File: src/rtl/ifetch_decode.sv
`timescale 1ns/1ps
module ifetch_decode #(
  parameter int NCALL     = 4,
  parameter int MAX_INSTR = 12,
  parameter int CNT_W     = 8,
  parameter int CLK_W     = 16,
  localparam int CP_W   = $clog2(NCALL),
  localparam int PC_W   = $clog2(MAX_INSTR),
  localparam int DEPTH  = NCALL * MAX_INSTR,
  localparam int ADDR_W = $clog2(DEPTH)
) (
  input  logic              clk,
  input  logic              rst_n,
  input  logic              wr_en,
  input  logic [ADDR_W-1:0] wr_addr,
  input  logic [63:0]       wr_data,
  input  logic              en,
  input  logic [CP_W-1:0]   cp,
  input  logic [PC_W-1:0]   pc,
  output logic [2:0]        mem_vld,
  output logic [2:0]        mem_wr,
  output logic [5:0]        mem_reg,
  output logic [47:0]       mem_addr,
  output logic              alu_vld,
  output logic [1:0]        alu_fn,
  output logic              ctl_vld,
  output logic [1:0]        ctl_op,
  output logic [15:0]       ctl_tgt,
  output logic              gas_vld,
  output logic [7:0]        gas_cost,
  output logic              sto_vld,
  output logic              sto_wr,
  output logic              sfx_vld,
  output logic [7:0]        tag_out,
  output logic [CLK_W-1:0]  clk_tag,
  output logic              err,
  output logic              busy
);
  localparam logic [7:0] OP_HALT = 8'h00, OP_ADD = 8'h01, OP_SUB = 8'h02, OP_JUMP = 8'h10,
                         OP_SLOAD = 8'h20, OP_SSTORE = 8'h21, OP_EMIT = 8'h30, OP_COPY = 8'h40;
  localparam logic [1:0] CTL_STEP = 2'd0, CTL_JUMP = 2'd1, CTL_HALT = 2'd2;

  logic [63:0]      img [DEPTH];
  logic [CNT_W-1:0] step;
  logic [CLK_W-1:0] cyc;

  wire              pc_ok = {1'b0, pc} < (PC_W+1)'(MAX_INSTR);
  wire [ADDR_W-1:0] faddr = ADDR_W'(cp) * ADDR_W'(MAX_INSTR) + ADDR_W'(pc);
  wire [63:0]       word  = pc_ok ? img[faddr] : 64'd0;
  wire [7:0]        opc   = word[63:56];
  wire [15:0]       opa   = word[47:32];
  wire [15:0]       opb   = word[31:16];
  wire [15:0]       opc_c = word[15:0];
  wire [CNT_W-1:0]  cnt   = opb[CNT_W-1:0];
  wire [CNT_W-1:0]  lastk = (cnt == '0) ? '0 : cnt - 1'b1;
  wire              first = step == '0;

  logic [2:0]       n_mv, n_mw;
  logic [5:0]       n_mr;
  logic [47:0]      n_ma;
  logic             n_av, n_cv, n_gv, n_sv, n_sw, n_fv, n_err, n_busy;
  logic [1:0]       n_af, n_co;
  logic [15:0]      n_ct;
  logic [7:0]       n_gc;
  logic [CNT_W-1:0] n_step;

  always_comb begin
    n_mv = '0; n_mw = '0; n_mr = '0; n_ma = '0;
    n_av = 1'b0; n_af = '0; n_cv = 1'b0; n_co = CTL_STEP; n_ct = '0;
    n_gv = 1'b0; n_gc = '0; n_sv = 1'b0; n_sw = 1'b0; n_fv = 1'b0;
    n_err = 1'b0; n_busy = busy; n_step = step;
    if (en) begin
      n_busy = 1'b0; n_step = '0;
      if (!pc_ok) n_err = 1'b1;
      else begin
        case (opc)
          OP_HALT: begin
            n_cv = 1'b1; n_co = CTL_HALT; n_gv = 1'b1;
          end
          OP_ADD, OP_SUB: begin
            n_mv = 3'b111; n_mw = 3'b100; n_mr = {2'd2, 2'd1, 2'd0}; n_ma = {opc_c, opb, opa};
            n_av = 1'b1; n_af = (opc == OP_SUB) ? 2'd1 : 2'd0;
            n_cv = 1'b1; n_gv = 1'b1; n_gc = 8'd3;
          end
          OP_JUMP: begin
            n_cv = 1'b1; n_co = CTL_JUMP; n_ct = opa; n_gv = 1'b1; n_gc = 8'd1;
          end
          OP_SLOAD: begin
            n_mv = 3'b101; n_mw = 3'b100; n_mr = {2'd1, 2'd0, 2'd0}; n_ma = {opc_c, 16'd0, opa};
            n_sv = 1'b1; n_cv = 1'b1; n_gv = 1'b1; n_gc = 8'd20;
          end
          OP_SSTORE: begin
            n_mv = 3'b011; n_mr = {2'd0, 2'd1, 2'd0}; n_ma = {16'd0, opb, opa};
            n_sv = 1'b1; n_sw = 1'b1; n_cv = 1'b1; n_gv = 1'b1; n_gc = 8'd40;
          end
          OP_EMIT: begin
            n_mv = 3'b001; n_ma = {32'd0, opa};
            n_fv = 1'b1; n_cv = 1'b1; n_gv = 1'b1; n_gc = 8'd8;
          end
          OP_COPY: begin
            n_mv = 3'b101; n_mw = 3'b100;
            n_ma = {opc_c + 16'(step), 16'd0, opa + 16'(step)};
            n_gv = first; n_gc = first ? 8'd5 : 8'd0;
            if (step == lastk) n_cv = 1'b1;
            else begin
              n_busy = 1'b1; n_step = step + 1'b1;
            end
          end
          default: n_err = 1'b1;
        endcase
      end
    end
  end

  always_ff @(posedge clk or negedge rst_n) begin
    if (!rst_n) begin
      for (int i = 0; i < DEPTH; i++) img[i] <= '0;
    end else if (wr_en && 32'(wr_addr) < DEPTH) begin
      img[wr_addr] <= wr_data;
    end
  end

  always_ff @(posedge clk or negedge rst_n) begin
    if (!rst_n) begin
      mem_vld <= '0; mem_wr <= '0; mem_reg <= '0; mem_addr <= '0;
      alu_vld <= 1'b0; alu_fn <= '0; ctl_vld <= 1'b0; ctl_op <= '0; ctl_tgt <= '0;
      gas_vld <= 1'b0; gas_cost <= '0; sto_vld <= 1'b0; sto_wr <= 1'b0; sfx_vld <= 1'b0;
      tag_out <= '0; clk_tag <= '0; err <= 1'b0; busy <= 1'b0; step <= '0; cyc <= '0;
    end else begin
      mem_vld <= n_mv; mem_wr <= n_mw; mem_reg <= n_mr; mem_addr <= n_ma;
      alu_vld <= n_av; alu_fn <= n_af; ctl_vld <= n_cv; ctl_op <= n_co; ctl_tgt <= n_ct;
      gas_vld <= n_gv; gas_cost <= n_gc; sto_vld <= n_sv; sto_wr <= n_sw; sfx_vld <= n_fv;
      tag_out <= (en && !n_err) ? word[55:48] : 8'd0;
      err <= n_err; busy <= n_busy; step <= n_step;
      if (en) begin
        clk_tag <= cyc;
        cyc     <= cyc + 1'b1;
      end
    end
  end
endmodule

File: config.mk
export PLATFORM = sky130hd
export DESIGN_NAME = ifetch_decode
export DESIGN_NICKNAME = d
export VERILOG_FILES = /design/src/rtl/ifetch_decode.sv
export SDC_FILE = /design/constraint.sdc
export NUM_CORES = 2
export LEC_CHECK = 0
export ABC_CLOCK_PERIOD_IN_PS = 5200
export BUFFER_PORTS_ARGS = -buffer_cell sky130_fd_sc_hd__buf_2
export CAP_MARGIN = 30
export CORE_AREA = 2 2 856 432
export DETAILED_ROUTE_END_ITERATION = 10
export DIE_AREA = 0 0 858 434
export RECOVER_POWER = 50
export SLEW_MARGIN = 5
export SYNTH_ARGS = -nofsm -noshare
export SYNTH_HDL_FRONTEND = slang
export SYNTH_SLANG_ARGS = --single-unit
File: constraint.sdc
create_clock -name clk -period 5.2 [get_ports clk]
set_input_delay 1.3 -clock clk [delete_from_list [all_inputs] [get_ports clk]]
set_output_delay 1.3 -clock clk [all_outputs]
set_load 0.05 [all_outputs]
== Yosys cells after proc, flatten, opt, wreduce, memory -nomap -nowiden ==
Index checks and enable logic that the tools add are counted.

* Register bits after elaboration: 3216
* Latch bits: 0
* Memory bits (writable): 0
* ROM bits: 0
* Memories kept: 0

* Add/sub/neg operators: 6
* Multipliers: 1
* Divide/modulo/power cells: 0
* Order comparisons: 5
* Eq/ne operators: 8
* Shift operators: 0
* Muxes and demuxes: 63
* Bitwise logic cells: 2
* Reductions and logical operators: 13

{| class="wikitable"
|+ Operators with widths
! cell !! number
|-
| $bwmux W3072 || 1
|-
| $bmux W64 S6 || 1
|-
| $demux W64 S6 || 1
|-
| $mux W64 || 4
|-
| $pmux W48 S5 || 1
|-
| $mux W48 || 2
|-
| $mux W16 || 3
|-
| $mux W8 || 5
|-
| $pmux W6 S6 || 1
|-
| $add A16 B8 Y16 || 2
|-
| $mux W1 || 27
|-
| $eq A8 B6 Y1 const B || 3
|-
| $logic_not A8 Y1 || 3
|-
| $mux W6 || 4
|-
| $mux W3 || 6
|-
| $pmux W6 S3 || 1
|-
| $add A16 B1 Y16 const B || 1
|-
| $ge A7 B7 Y1 const B || 2
|-
| $not A6 Y7 || 2
|-
| $pmux W3 S4 || 1
|-
| $add A8 B1 Y8 const B || 1
|-
| $eq A8 B1 Y1 const B || 1
|-
| $eq A8 B2 Y1 const B || 1
|-
| $eq A8 B5 Y1 const B || 1
|-
| other kinds (17) || 23
|}

== Depth between registers and ports, before layout ==
* Word-level depth: 15
* Depth in mapped cells: 33
* Mapped depth without buffers: 24

== Worst setup path after synthesis ==
No wires, ideal clock.

* Path kind: input to register
* Start point: input cp[0]
* End point: register mem_addr[46]
* Library setup time: 0.119 ns
* Arrival: 7.119 ns
* Setup slack: -2.038 ns
* Stages on the path: 30
* Path buffers: 7
* Cells stage by stage: inv_1 ha_1 fa_1 clkbuf_1 buf_2 inv_2 buf_2 buf_2 buf_2 buf_2 buf_1 mux4_2 nand2_1 a21oi_1 a21oi_1 nor2_1 ha_1 inv_1 fa_1 nor2b_1 o21ai_0 a21boi_0 o21ai_0 a21boi_0 o21ai_0 a211oi_1 and3_1 o21bai_1 nand3_1 a21oi_2

* Longest elaborated chain between the ends: 12
* Elaborated cells on any way between the ends: 18
* Those cells by class: add/sub: 2; mul: 1; eq/ne: 6; mux: 7; bitwise: 1; reduce/logical: 1

{| class="wikitable"
|+ RTL lines
! item !! RTL line !! text
|-
| start: declaration || 18 || <nowiki>input logic [CP_W-1:0] cp,</nowiki>
|-
| $mul A2 B2 Y4 * || 48 || <nowiki>wire [ADDR_W-1:0] faddr = ADDR_W'(cp) * ADDR_W'(MAX_INSTR) + ADDR_W'(pc);</nowiki>
|-
| $add A6 B4 Y6 * || 48 ||
|-
| $not A6 Y7 (not written as such) * || 49 || <nowiki>wire [63:0] word = pc_ok ? img[faddr] : 64'd0;</nowiki>
|-
| $bmux W64 S6 * || 49 ||
|-
| $mux W64 (not written as such) * (2 in series) || 49 ||
|-
| $mux W64 * || 49 ||
|-
| branches (longest 2 deep; another with $add A16 B8 Y16) || n/a ||
|-
| $pmux W48 S5 * || 76 || <nowiki>case (opc)</nowiki>
|-
| $mux W48 * || 74 || <nowiki>if (!pc_ok) n_err = 1'b1;</nowiki>
|-
| $mux W48 * || 72 || <nowiki>if (en) begin</nowiki>
|-
| named net n_ma[46] || 60 || <nowiki>logic [47:0] n_ma;</nowiki>
|-
| end signal: assignment || 130 || <nowiki>mem_vld <= n_mv; mem_wr <= n_mw; mem_reg <= n_mr; mem_addr <= n_ma;</nowiki>
|-
| end: declaration || 23 || <nowiki>output logic [47:0] mem_addr,</nowiki>
|}

Mark *: on every way through the listed nets, which the timed path passes. The select of a mux whose other input is x is not followed.
A chain may end at the register's enable or synchronous reset.

== Worst setup path after layout ==
* Start point: input cp[0]
* End point: register mem_addr[15]

Same word-level chain as after synthesis.

==> out/qor.yml <==
clock_latency_ns: 0.90
synthFlopType: "dfrtp_1"
synth-simple-area-share_pct: 1.71
regMostFlops: "img"
hold_class: "register to register"
synthXorXnorAreaFrac_pct: 0.247
die_w_um: 858
drv_slew: 111
synthToLayoutAreaGrowth_pct: 14.4
finalHoldViolCount: 0
crit_required_ns: 5.99
wl_per_cell_um: 33.2
yosysWarningCount: 0
critPathBufInv: 8
start_util_pct: 39.9
synth_cells: 9123
yosys.cell_types.count: 84
power_mw: 62.8
layout_common_cells: "dfrtp_1, mux2_2, mux4_2"
die_h_um: 434
cts-hold-fix-buffers: 0
ys_seq_area_share_pct: 55.2
synth_compound_area_share_pct: 1.28
num_io_pins: 200
final_cell_count_no_fill: 14483
syn_area_per_cell_um2: 15.9
dpl.cell_count: 13919
syn_area_um2: 145000
fin_crit_ns: 5.25
slew-limit-headroom_pct: -190
drive_above_1_share_pct: 57.1
synth-seq-cells: 3205
largestRegisters: "img: 3072 flops, mem_addr: 48 flops"
fin_nets: 9507
core-area_um2: 364000
wl_um: 480000
row_count: 157
synth_edf_count: 0
muxShareOfSynthArea_pct: 38.5
final-setup-viol-count: 4
clock-sinks: 3205
p_per_area_nw_per_um2: 377
status: "complete, but fails checks"
rsz0062_at_grt: "yes"
synthAdderAreaFrac_pct: 0.282
clk_transition_reported_paths_ns: 0.07
gr-total-overflow: 0
setup_slack_ns: -0.0538
synth_top_family_by_area: "multiplexers"
io_buffers: 191
fmax_ghz: 0.190
async_flop_share_pct: 100
dp_hpwl_um: 295000
crit_path_top_delay_cell: "fa_4"
grt_pass1_vias: 89937
final_common_cell: "dfrtp_1"
route.detailed.drc: 0
cp-start-kind: "input pin"
first_iter_violations: 9027
die_area_um2: 372000
clock-root-buffer: "clkbuf_16"
grt_usage_pct: 25.6
ir_drop_mv: 0.231
path_max_fanout: 9
cts_made_buffers: 301
largest_reg_flops: 3072
cp_top_family: "adder cells"
cts_buffer_depth: 4
antenna_found_initial: 53
cts_tree: "yes"
vias: 86698
violations: "max-capacitance violations, max-slew violations, negative setup slack"
cpPeakStageDelay_ns: 0.84
avgViaCountPerCell: 5.99
preCtsSetupSlack_ns: -1.35
drt_first_pass_iters: 8
path_class: "input pin to register"
place.gp.congestion: 0.906
tightest_slew_ns: 4.35
grt_max_degree: 141
p_leak_nw: 77.7
worst_ep_arrival_time_ns: 6.04
skew_ns: 0.0383
htree_levels: 5
grt_pass1_wl_um: 687000
ant_nets: 0
end_kind: "register"
drv_cap: 2
post-route-period-util_pct: 101
power breakdown:
group | internal, mW | switching (mW)
sequential | 27.8 | 1.51
clock | 13.2 | 10.1
combinational | 5.25 | 4.90
total | 46.3 | 16.5
path summary, 6_finish.rpt:
check                                            from                     end  slack (ns)  cells after the start
worst max-delay path                            cp[0]  mem_addr[15]$_DFF_PN0_       -0.05                     25
min in group asynchronous                       rst_n   img[2953]$_DFFE_PN0P_        1.83                      1
worst max register to register  img[2400]$_DFFE_PN0P_  mem_addr[10]$_DFF_PN0_        1.00                     20
max in group asynchronous                       rst_n    img[664]$_DFFE_PN0P_        0.33                      3
worst min register to register    cyc[15]$_DFFE_PN0P_     cyc[15]$_DFFE_PN0P_        0.49                      1
worst min-delay path              cyc[15]$_DFFE_PN0P_     cyc[15]$_DFFE_PN0P_        0.49                      1
cell usage after synthesis, types with 6 or more instances:
master    count  area [um^2]
dfrtp_1    3205        80200
mux2_2     3106        35000
mux4_2      890        20000
clkbuf_1    710         2670
nor2_1      165          619
nand2_1     163          612
a21oi_1      98          490
buf_2        96          480
mux2i_1      90          901
buf_4        61          458
nor3_1       41          205
o21ai_0      39          195
a22oi_1      30          225
nand3_1      29          145
ha_1         28          350
and2_1       27          169
inv_1        27          101
xnor2_1      26          228
buf_6        25          282
and3_1       19          119
nand4_1      15         93.8
xor2_1       15          131
nor2b_1      13         81.3
o221ai_1     13          114
buf_1        11         41.3
a21o_1       10         75.1
a31oi_1      10         62.6
o21ai_1      10         50.1
a211oi_1      9         67.6
nor2_2        9         56.3
nand2b_1      8         50.1
nand3b_1      7         52.6
o22ai_1       7         43.8
inv_2         6         22.5
nor3b_1       6         45.0
through the flow:
step           hold WS [ns]  setup TNS [ns]  area, um^2  util [%]
3_5_place_dp          0.482          -85.66      156000      42.8
3_3_place_gp          0.476         -124.16      156000      42.8
4_1_cts               0.434               0      166000      45.6
2_1_floorplan         0.436          -15.99      146000         -
6_report              0.495         -0.0775      166000      45.6
5_1_grt               0.503           -2.11      166000      45.6
logic make-up after synthesis:
group                    Yosys count
buffers and inverters            941
other                              1
AO/OA/AOI/OAI                    286
AND/OR/NAND/NOR                  531
adder cells (fa/ha/maj)           31
multiplexers                    4087
XOR/XNOR                          41
flip-flops                      3205
metal layers:
| layer | wire [um] | vias to the layer above | GRT usage, % |
|---|---|---|---|
| li1 | - | 34326 | - |
| met1 | 221000 | 48270 | 39.2 |
| met2 | 202000 | 3411 | 36.1 |
| met3 | 46100 | 687 | 7.16 |
| met4 | 11200 | 4 | 5.66 |
| met5 | 27 | - | 0 |
area by class of cell:
class | count | area, um^2
timing repair buffer | 871 | 7800
fill | 31188 | 198000
antenna | 16 | 40.0
clock inverter | 88 | 1110
sequential | 3205 | 80200
inverter | 33 | 153
multi-input combinational | 4984 | 62000
tap | 4849 | 6070
clock buffer | 437 | 9010
timing repair:
item	4_1_cts	5_1_grt
hold endpoints to repair	0	0
setup buffers	4	19
gates resized for setup	15	68
pin swaps	5	34
setup endpoints to repair	21	56
Note: power is estimated with default switching activity, not from simulation.
